$ cat src/rtl/hfe_pkg.sv
package hfe_pkg;
  localparam int AW       = 8;               // byte-address bits per frame
  localparam int BW       = 3;               // bit-index bits per byte
  localparam int FR_BYTES = 1 << AW;
  localparam int NPAIR    = AW + BW;
  localparam int CW       = 24;
  localparam logic [CW-1:0] USED_MASK = 24'hFCFFFF;

  typedef enum logic [1:0] {
    ST_CLEAN  = 2'd0,
    ST_FIXED  = 2'd1,
    ST_ECCBAD = 2'd2,
    ST_FATAL  = 2'd3
  } hfe_status_e;

  // position of the even member of parity pair i
  function automatic int pbase(input int i);
    return (i < AW) ? 2 * i : 2 * i + 2;
  endfunction

  function automatic logic [CW-1:0] byte_swap01(input logic [CW-1:0] w);
    return {w[23:16], w[7:0], w[15:8]};
  endfunction

  function automatic logic [CW-1:0] hfe_pack(input logic [AW-1:0] lp_e,
                                             input logic [AW-1:0] lp_o,
                                             input logic [7:0]    col);
    logic [CW-1:0] raw;
    logic [7:0] om;
    raw = '0;
    for (int k = 0; k < AW; k++) begin
      raw[pbase(k)]     = lp_e[k];
      raw[pbase(k) + 1] = lp_o[k];
    end
    for (int j = 0; j < BW; j++) begin
      for (int b = 0; b < 8; b++) om[b] = b[j];
      raw[pbase(AW + j)]     = ^(col & ~om);
      raw[pbase(AW + j) + 1] = ^(col & om);
    end
    return ~raw;
  endfunction
endpackage

$ cat src/rtl/hfe_accum.sv
module hfe_accum
  import hfe_pkg::*;
(
  input  logic          clk,
  input  logic          rst_n,
  input  logic          clr,
  input  logic          take,
  input  logic          wrap,
  input  logic [AW-1:0] addr,
  input  logic [7:0]    data,
  output logic [AW-1:0] lp_e_f,
  output logic [AW-1:0] lp_o_f,
  output logic [7:0]    col_f
);
  logic [AW-1:0] lp_e_q, lp_o_q;
  logic [7:0]    col_q;
  logic          bpar;

  assign bpar = take & (^data);

  for (genvar k = 0; k < AW; k++) begin : g_line
    assign lp_o_f[k] = lp_o_q[k] ^ (bpar &  addr[k]);
    assign lp_e_f[k] = lp_e_q[k] ^ (bpar & ~addr[k]);
  end

  assign col_f = col_q ^ (take ? data : 8'h00);

  always_ff @(posedge clk or negedge rst_n) begin
    if (!rst_n) begin
      lp_e_q <= '0;
      lp_o_q <= '0;
      col_q  <= '0;
    end else if (clr || (take && wrap)) begin
      lp_e_q <= '0;
      lp_o_q <= '0;
      col_q  <= '0;
    end else if (take) begin
      lp_e_q <= lp_e_f;
      lp_o_q <= lp_o_f;
      col_q  <= col_f;
    end
  end
endmodule

$ cat src/rtl/hfe_decode.sv
module hfe_decode
  import hfe_pkg::*;
(
  input  logic [CW-1:0] calc,
  input  logic [CW-1:0] stored,
  output hfe_status_e   status,
  output logic [AW-1:0] pos_byte,
  output logic [BW-1:0] pos_bit
);
  logic [CW-1:0]    diff;
  logic [NPAIR-1:0] pair_x, odd_b;

  always_comb begin
    diff = (calc ^ stored) & USED_MASK;
    for (int i = 0; i < NPAIR; i++) begin
      pair_x[i] = diff[pbase(i)] ^ diff[pbase(i) + 1];
      odd_b[i]  = diff[pbase(i) + 1];
    end
    pos_byte = '0;
    pos_bit  = '0;
    if (diff == '0)                  status = ST_CLEAN;
    else if (&pair_x) begin
      status   = ST_FIXED;
      pos_byte = odd_b[AW-1:0];
      pos_bit  = odd_b[NPAIR-1:AW];
    end
    else if ($countones(diff) == 1)  status = ST_ECCBAD;
    else                             status = ST_FATAL;
  end
endmodule

$ cat src/rtl/hamming_frame_ecc.sv
module hamming_frame_ecc
  import hfe_pkg::*;
#(
  parameter  int FRAMES = 2,
  localparam int FIW    = (FRAMES > 1) ? $clog2(FRAMES) : 1
) (
  input  logic                 clk,
  input  logic                 rst_n,
  input  logic                 frame_start,
  input  logic                 check_en,
  input  logic                 swap_order,
  input  logic [FRAMES*24-1:0] chk_ecc,
  input  logic                 in_valid,
  output logic                 in_ready,
  input  logic [7:0]           in_data,
  output logic                 done,
  output logic [FIW-1:0]       frame_idx,
  output logic [23:0]          ecc_out,
  output logic [1:0]           status,
  output logic [7:0]           err_byte,
  output logic [2:0]           err_bit,
  output logic                 short_frame
);
  localparam int SECTOR = FRAMES * FR_BYTES;
  localparam int CNTW   = $clog2(SECTOR) + 1;

  logic [CNTW-1:0] cnt_q;
  logic [AW-1:0]   addr;
  logic [FIW-1:0]  fidx;
  logic            take, last, idle;
  logic [AW-1:0]   lp_e_f, lp_o_f;
  logic [7:0]      col_f;
  logic [CW-1:0]   calc_c, stored_raw, stored_c;
  hfe_status_e     dec_st;
  logic [AW-1:0]   dec_byte;
  logic [BW-1:0]   dec_bit;

  assign idle     = (cnt_q == CNTW'(SECTOR));
  assign in_ready = !idle && !frame_start;
  assign take     = in_valid && in_ready;
  assign addr     = cnt_q[AW-1:0];
  if (FRAMES > 1) begin : g_fidx
    assign fidx = cnt_q[AW +: FIW];
  end else begin : g_fidx1
    assign fidx = 1'b0;
  end
  assign last = take && (addr == {AW{1'b1}});

  always_ff @(posedge clk or negedge rst_n) begin
    if (!rst_n)           cnt_q <= CNTW'(SECTOR);
    else if (frame_start) cnt_q <= '0;
    else if (take)        cnt_q <= cnt_q + 1'b1;
  end

  hfe_accum u_acc (
    .clk(clk), .rst_n(rst_n), .clr(frame_start), .take(take), .wrap(last),
    .addr(addr), .data(in_data),
    .lp_e_f(lp_e_f), .lp_o_f(lp_o_f), .col_f(col_f)
  );

  assign calc_c     = hfe_pack(lp_e_f, lp_o_f, col_f);
  assign stored_raw = chk_ecc[int'(fidx)*24 +: 24];
  assign stored_c   = swap_order ? byte_swap01(stored_raw) : stored_raw;

  hfe_decode u_dec (
    .calc(calc_c), .stored(stored_c),
    .status(dec_st), .pos_byte(dec_byte), .pos_bit(dec_bit)
  );

  always_ff @(posedge clk or negedge rst_n) begin
    if (!rst_n) begin
      done        <= 1'b0;
      frame_idx   <= '0;
      ecc_out     <= '0;
      status      <= 2'd0;
      err_byte    <= '0;
      err_bit     <= '0;
      short_frame <= 1'b0;
    end else begin
      done        <= last;
      short_frame <= frame_start && !idle && (cnt_q != '0);
      if (last) begin
        frame_idx <= fidx;
        ecc_out   <= swap_order ? byte_swap01(calc_c) : calc_c;
        if (check_en) begin
          status   <= dec_st;
          err_byte <= dec_byte;
          err_bit  <= dec_bit;
        end else begin
          status   <= ST_CLEAN;
          err_byte <= '0;
          err_bit  <= '0;
        end
      end
    end
  end
endmodule

$ cat config.mk
export PLATFORM = sky130hd
export DESIGN_NAME = hamming_frame_ecc
export DESIGN_NICKNAME = d
export VERILOG_FILES = /design/src/rtl/hfe_pkg.sv /design/src/rtl/hfe_accum.sv /design/src/rtl/hfe_decode.sv /design/src/rtl/hamming_frame_ecc.sv
export SDC_FILE = /design/constraint.sdc
export NUM_CORES = 1
export LEC_CHECK = 0
export BUFFER_PORTS_ARGS = -buffer_cell sky130_fd_sc_hd__buf_2
export CAP_MARGIN = 20
export CORE_AREA = 3 3 116 118
export DETAILED_ROUTE_END_ITERATION = 10
export DIE_AREA = 0 0 119 121
export MAX_ROUTING_LAYER = met4
export PLACE_DENSITY = 0.72
export SLEW_MARGIN = 20
export SYNTH_ARGS = -nofsm -noshare
export SYNTH_HDL_FRONTEND = slang
export SYNTH_SLANG_ARGS = --single-unit
$ cat constraint.sdc
create_clock -name clk -period 6.76 [get_ports clk]
set_input_delay 0 -clock clk [delete_from_list [all_inputs] [get_ports clk]]
set_output_delay 0 -clock clk [all_outputs]
set_load 0.01 [all_outputs]
==> run_results.csv <==
group,metric,value,unit
timing,fmax,157.6,MHz
logic_synthesis,yosys.area.top_type,"dfrtp_1",
route,routed_via_density,5.558,
worst_setup_path,worst_ep_arrival_time,6.55,ns
route,routed_wl,14.46,mm
hold_path,hold_class,"input port to flop",
logic_synthesis,yosysWarnings,0,
logic_synthesis,ys_types,46,
logic_synthesis,synth_fa_ha_area_share,12.55,%
worst_setup_path,worst-setup-path-type,"flop to flop",
worst_setup_path,cp_data_required_time,6.96,ns
logic_synthesis,synth.cell_area,5603,um2
timing,hold_violations,0,
clock_network,root_buffer,"clkbuf_16",
worst_setup_path,cp_slowest_stage_delay,0.56,ns
timing,final.setup.tns,0,ns
logic_synthesis,synth-xor-area-share,15.19,%
clock_network,h-tree-depth,3,
global_routing,met3_usage,5.221,%
logic_synthesis,synth_cells,571,
global_routing,use_met2,33.45,%
global_routing,grt_busiest_layer,"met2",
clock_network,cts_num_sinks,73,
floorplanning,start_util,44.58,%
floorplanning,die_h,121,um
floorplanning,ioPinCount,103,
floorplanning,die_x,119,um
route,antenna_left,0,
worst_setup_path,crit_fanout,18,
power_and_ir_drop,p_leak,0.003132,uW
clock_network,cts_setup_buffers,0,
worst_setup_path,crit_top_cell,"inv_1",
timing,rsz0062_at_grt,"false",
timing,setup-violations-final,0,
placed_design,port_buffers,98,
power_and_ir_drop,vdd.ir_drop.worst,570.2,uV
placed_design,dp.cells,820,
placed_design,postPlaceCellArea,6236,um2
worst_setup_path,cp_top_family,"adder cells",
clock_network,path_clk_slew,0.06,ns
route,first_pass_iters,5,
timing,final-max-slew-violation-count,0,
global_routing,antenna_found_initial,0,
logic_synthesis,yosys-top-cells-area,"dfrtp_1 (32%), xnor2_1 (7.0%), ha_1 (6.5%)",
timing,tightest_slew,0.9422,ns
worst_setup_path,critPathCaptureType,"flop",
clock_network,post_cts_resized,0,
cells_and_area,drive_gt1_share,21.51,%
worst_setup_path,slowest_stage,"fa_1",
logic_synthesis,synth_compound_area_share,12.24,%
global_routing,use_met1,27.26,%
logic_synthesis,synth_top_family_by_area,"XOR/XNOR gates",
cells_and_area,nFillCells,1144,
clock_network,numCtsBuffers,9,
logic_synthesis,seq_area_frac_synth,32.63,%
global_routing,first_global_vias,4672,
clock_network,cts_tree,"yes",
timing,skew,0.005388,ns
timing,maxSlewHeadroom,37.19,%
route,drc,0,
cells_and_area,final_nets,777,
placed_design,hpwl,10.59,mm
global_routing,grt_max_degree,74,
timing,fin_crit,6.346,ns
clock_network,clk_path_buf_depth,2,
cells_and_area,n_antenna_cell,0,
run_status,status,"complete, no violations",
global_routing,grt_first_pass_wirelength,23.57,mm
timing,post-route-period-util,93.88,%
floorplanning,rows,41,
clock_network,clock_latency,0.34,ns
worst_setup_path,start_kind,"flop",
cells_and_area,syn_to_final_growth,18.40,%
logic_synthesis,synth-simple-area-share,13.40,%
logic_synthesis,synth_top_area_share,32.16,%
logic_synthesis,syn_nets,679,
logic_synthesis,synth_area_per_cell,9.812,um2
logic_synthesis,muxShareOfSynthArea,8.218,%
flow_run,drv_cap,0,
logic_synthesis,synth_seq_cells,73,
route,wl_per_cell,17.09,um
worst_setup_path,cp_cell_sequence,"inv_1 -> ha_1 -> nor4b_1 -> a31o_2 -> nor2_1 -> xnor2_1 -> xor2_1 -> ha_1 -> fa_1 -> inv_1 -> fa_1 -> inv_1 -> fa_1 -> inv_1 -> fa_1 -> inv_1 -> ha_1 -> inv_1 -> fa_1 -> a2111oi_0 -> a21oi_1 -> nor4_1 -> o31ai_1",
global_routing,overflow,0,
power_and_ir_drop,p_per_area,403.0,nW/um2
route,dr_total_vias,4702,
floorplanning,core,12570,um2
timing,whs,0.06336,ns
cells_and_area,fin_area,6634,um2
floorplanning,die-area,14400,um2
worst_setup_path,path_buf_inv,6,
route,drt_first_iter_violations,443,
global_routing,grt.total_usage,21.32,%
cells_and_area,instances_no_fill,846,
placed_design,routabilityCongestion,0.8772,
==> state kept, by name, indices dropped and copies added, names as in the netlist, 2 cells and up <==
name          count
ecc_out          23
cnt_q            10
err_byte          8
u_acc.col_q       8
u_acc.lp_e_q      8
u_acc.lp_o_q      8
err_bit           3
status            2
==> Yosys cell counts, drive strengths merged <==
cell type	n
dfrtp	72
nand2	62
inv	53
xnor2	47
o21ai	46
ha	29
xor2	27
nor2	26
clkbuf	18
fa	17
nor3	17
mux4	16
a22o	15
nand3	14
a21oi	13
buf	10
mux2i	10
a32oi	8
nand4	8
o31ai	8
or3	8
xnor3	8
a221oi	4
and2	4
and3	4
a2111oi	3
a21o	3
nand2b	3
nor4b	3
a211oi	2
nor2b	2
nor4	2
o211ai	2
or4	2
a31o	1
a31oi	1
and4	1
dfstp	1
or2	1
==> kinds of logic (layout without fill, tap and decap cells) <==
| kind of cell | count (synthesis) | count (layout) |
|---|---|---|
| AO/OA/AOI/OAI | 106 | 106 |
| AND/OR/NAND/NOR | 157 | 157 |
| adder cells (fa/ha/maj) | 46 | 46 |
| XOR/XNOR | 82 | 82 |
| buffers and inverters | 81 | 184 |
| multiplexers | 26 | 26 |
| flip-flops | 73 | 73 |
==> cells in the final DEF (no fill, tap or decap), types with 4 or more instances in the layout <==
master,netlist,final
xnor2_1,45,45
nor3_1,16,16
dfrtp_1,72,72
or3_1,6,6
a21oi_1,13,13
xnor3_1,8,8
a221oi_1,4,4
fa_1,17,17
ha_1,29,29
inv_1,53,53
and3_1,4,4
dlygate4sd3_1,0,10
nand2_1,62,62
mux2i_1,10,10
buf_4,3,7
nor2_1,26,26
a32oi_1,8,8
a22o_1,15,15
nand4_1,8,8
o21ai_0,45,45
nand3_1,14,14
mux4_2,16,16
clkbuf_16,0,9
xor2_1,26,26
o31ai_1,8,8
buf_2,7,98
==> metrics by stage <==
stage | utilization, % | setup WS [ns] | power [uW]
detailed placement | 49.62 | 0.5032 | 2181
CTS | 52.78 | 0.4839 | 2693
global placement | 49.62 | 0.7248 | 2100
floorplan | - | 1.207 | 1804
global route | 52.78 | 0.03394 | 2981
finish | 52.78 | 0.4135 | 2673
==> worst min-delay path, cell delays in order <==
cell and delay, ns:
buf_2 0.13, nand2_1 0.08, a21oi_1 0.06, nor2_1 0.09
==> path summary, 6_finish.rpt <==
kind,endpoint,cells past startpoint,startpoint,slack [ns]
hold reg to reg,ecc_out[20]$_DFFE_PN0P_,2,ecc_out[20]$_DFFE_PN0P_,0.48
setup / recovery,status[0]$_DFFE_PN0P_,23,cnt_q[1]$_DFFE_PN0P_,0.41
min in group asynchronous,ecc_out[11]$_DFFE_PN0P_,3,rst_n,0.41
hold / removal,cnt_q[2]$_DFFE_PN0P_,4,in_valid,0.06
setup reg to reg,status[0]$_DFFE_PN0P_,23,cnt_q[1]$_DFFE_PN0P_,0.41
max in group asynchronous,u_acc.col_q[0]$_DFFE_PN0P_,3,rst_n,5.73
==> report_power, final <==
group	switching (uW)	internal [uW]	total, uW
clock	192	295	486
combinational	940	751	1690
sequential	30.2	465	495
==> layout make-up <==
type                    instances  area (um2)  share of cell area [%]
clock buffers                  11       242.7                   3.659
clock inverters                 5       55.05                  0.8299
inverters                      53       198.9                   2.999
multi-input cells             417        3451                   52.02
flip-flops and latches         73        1828                   27.56
well taps                     172       215.2                   3.244
repair buffers                115       643.1                   9.694
==> routing by layer <==
metal,wire length (um),part of all wire (%)
met3,974,6.7
met5,0,0
met4,313,2.2
met1,6337,44
met2,6834,47
==> what timing repair did <==
action | CTS | global route
endpoints found under the setup margin | 0 | 0
hold buffers | 10 | 0
hold endpoints to repair | 84 | 0
Power figures use the tool's default switching activity.
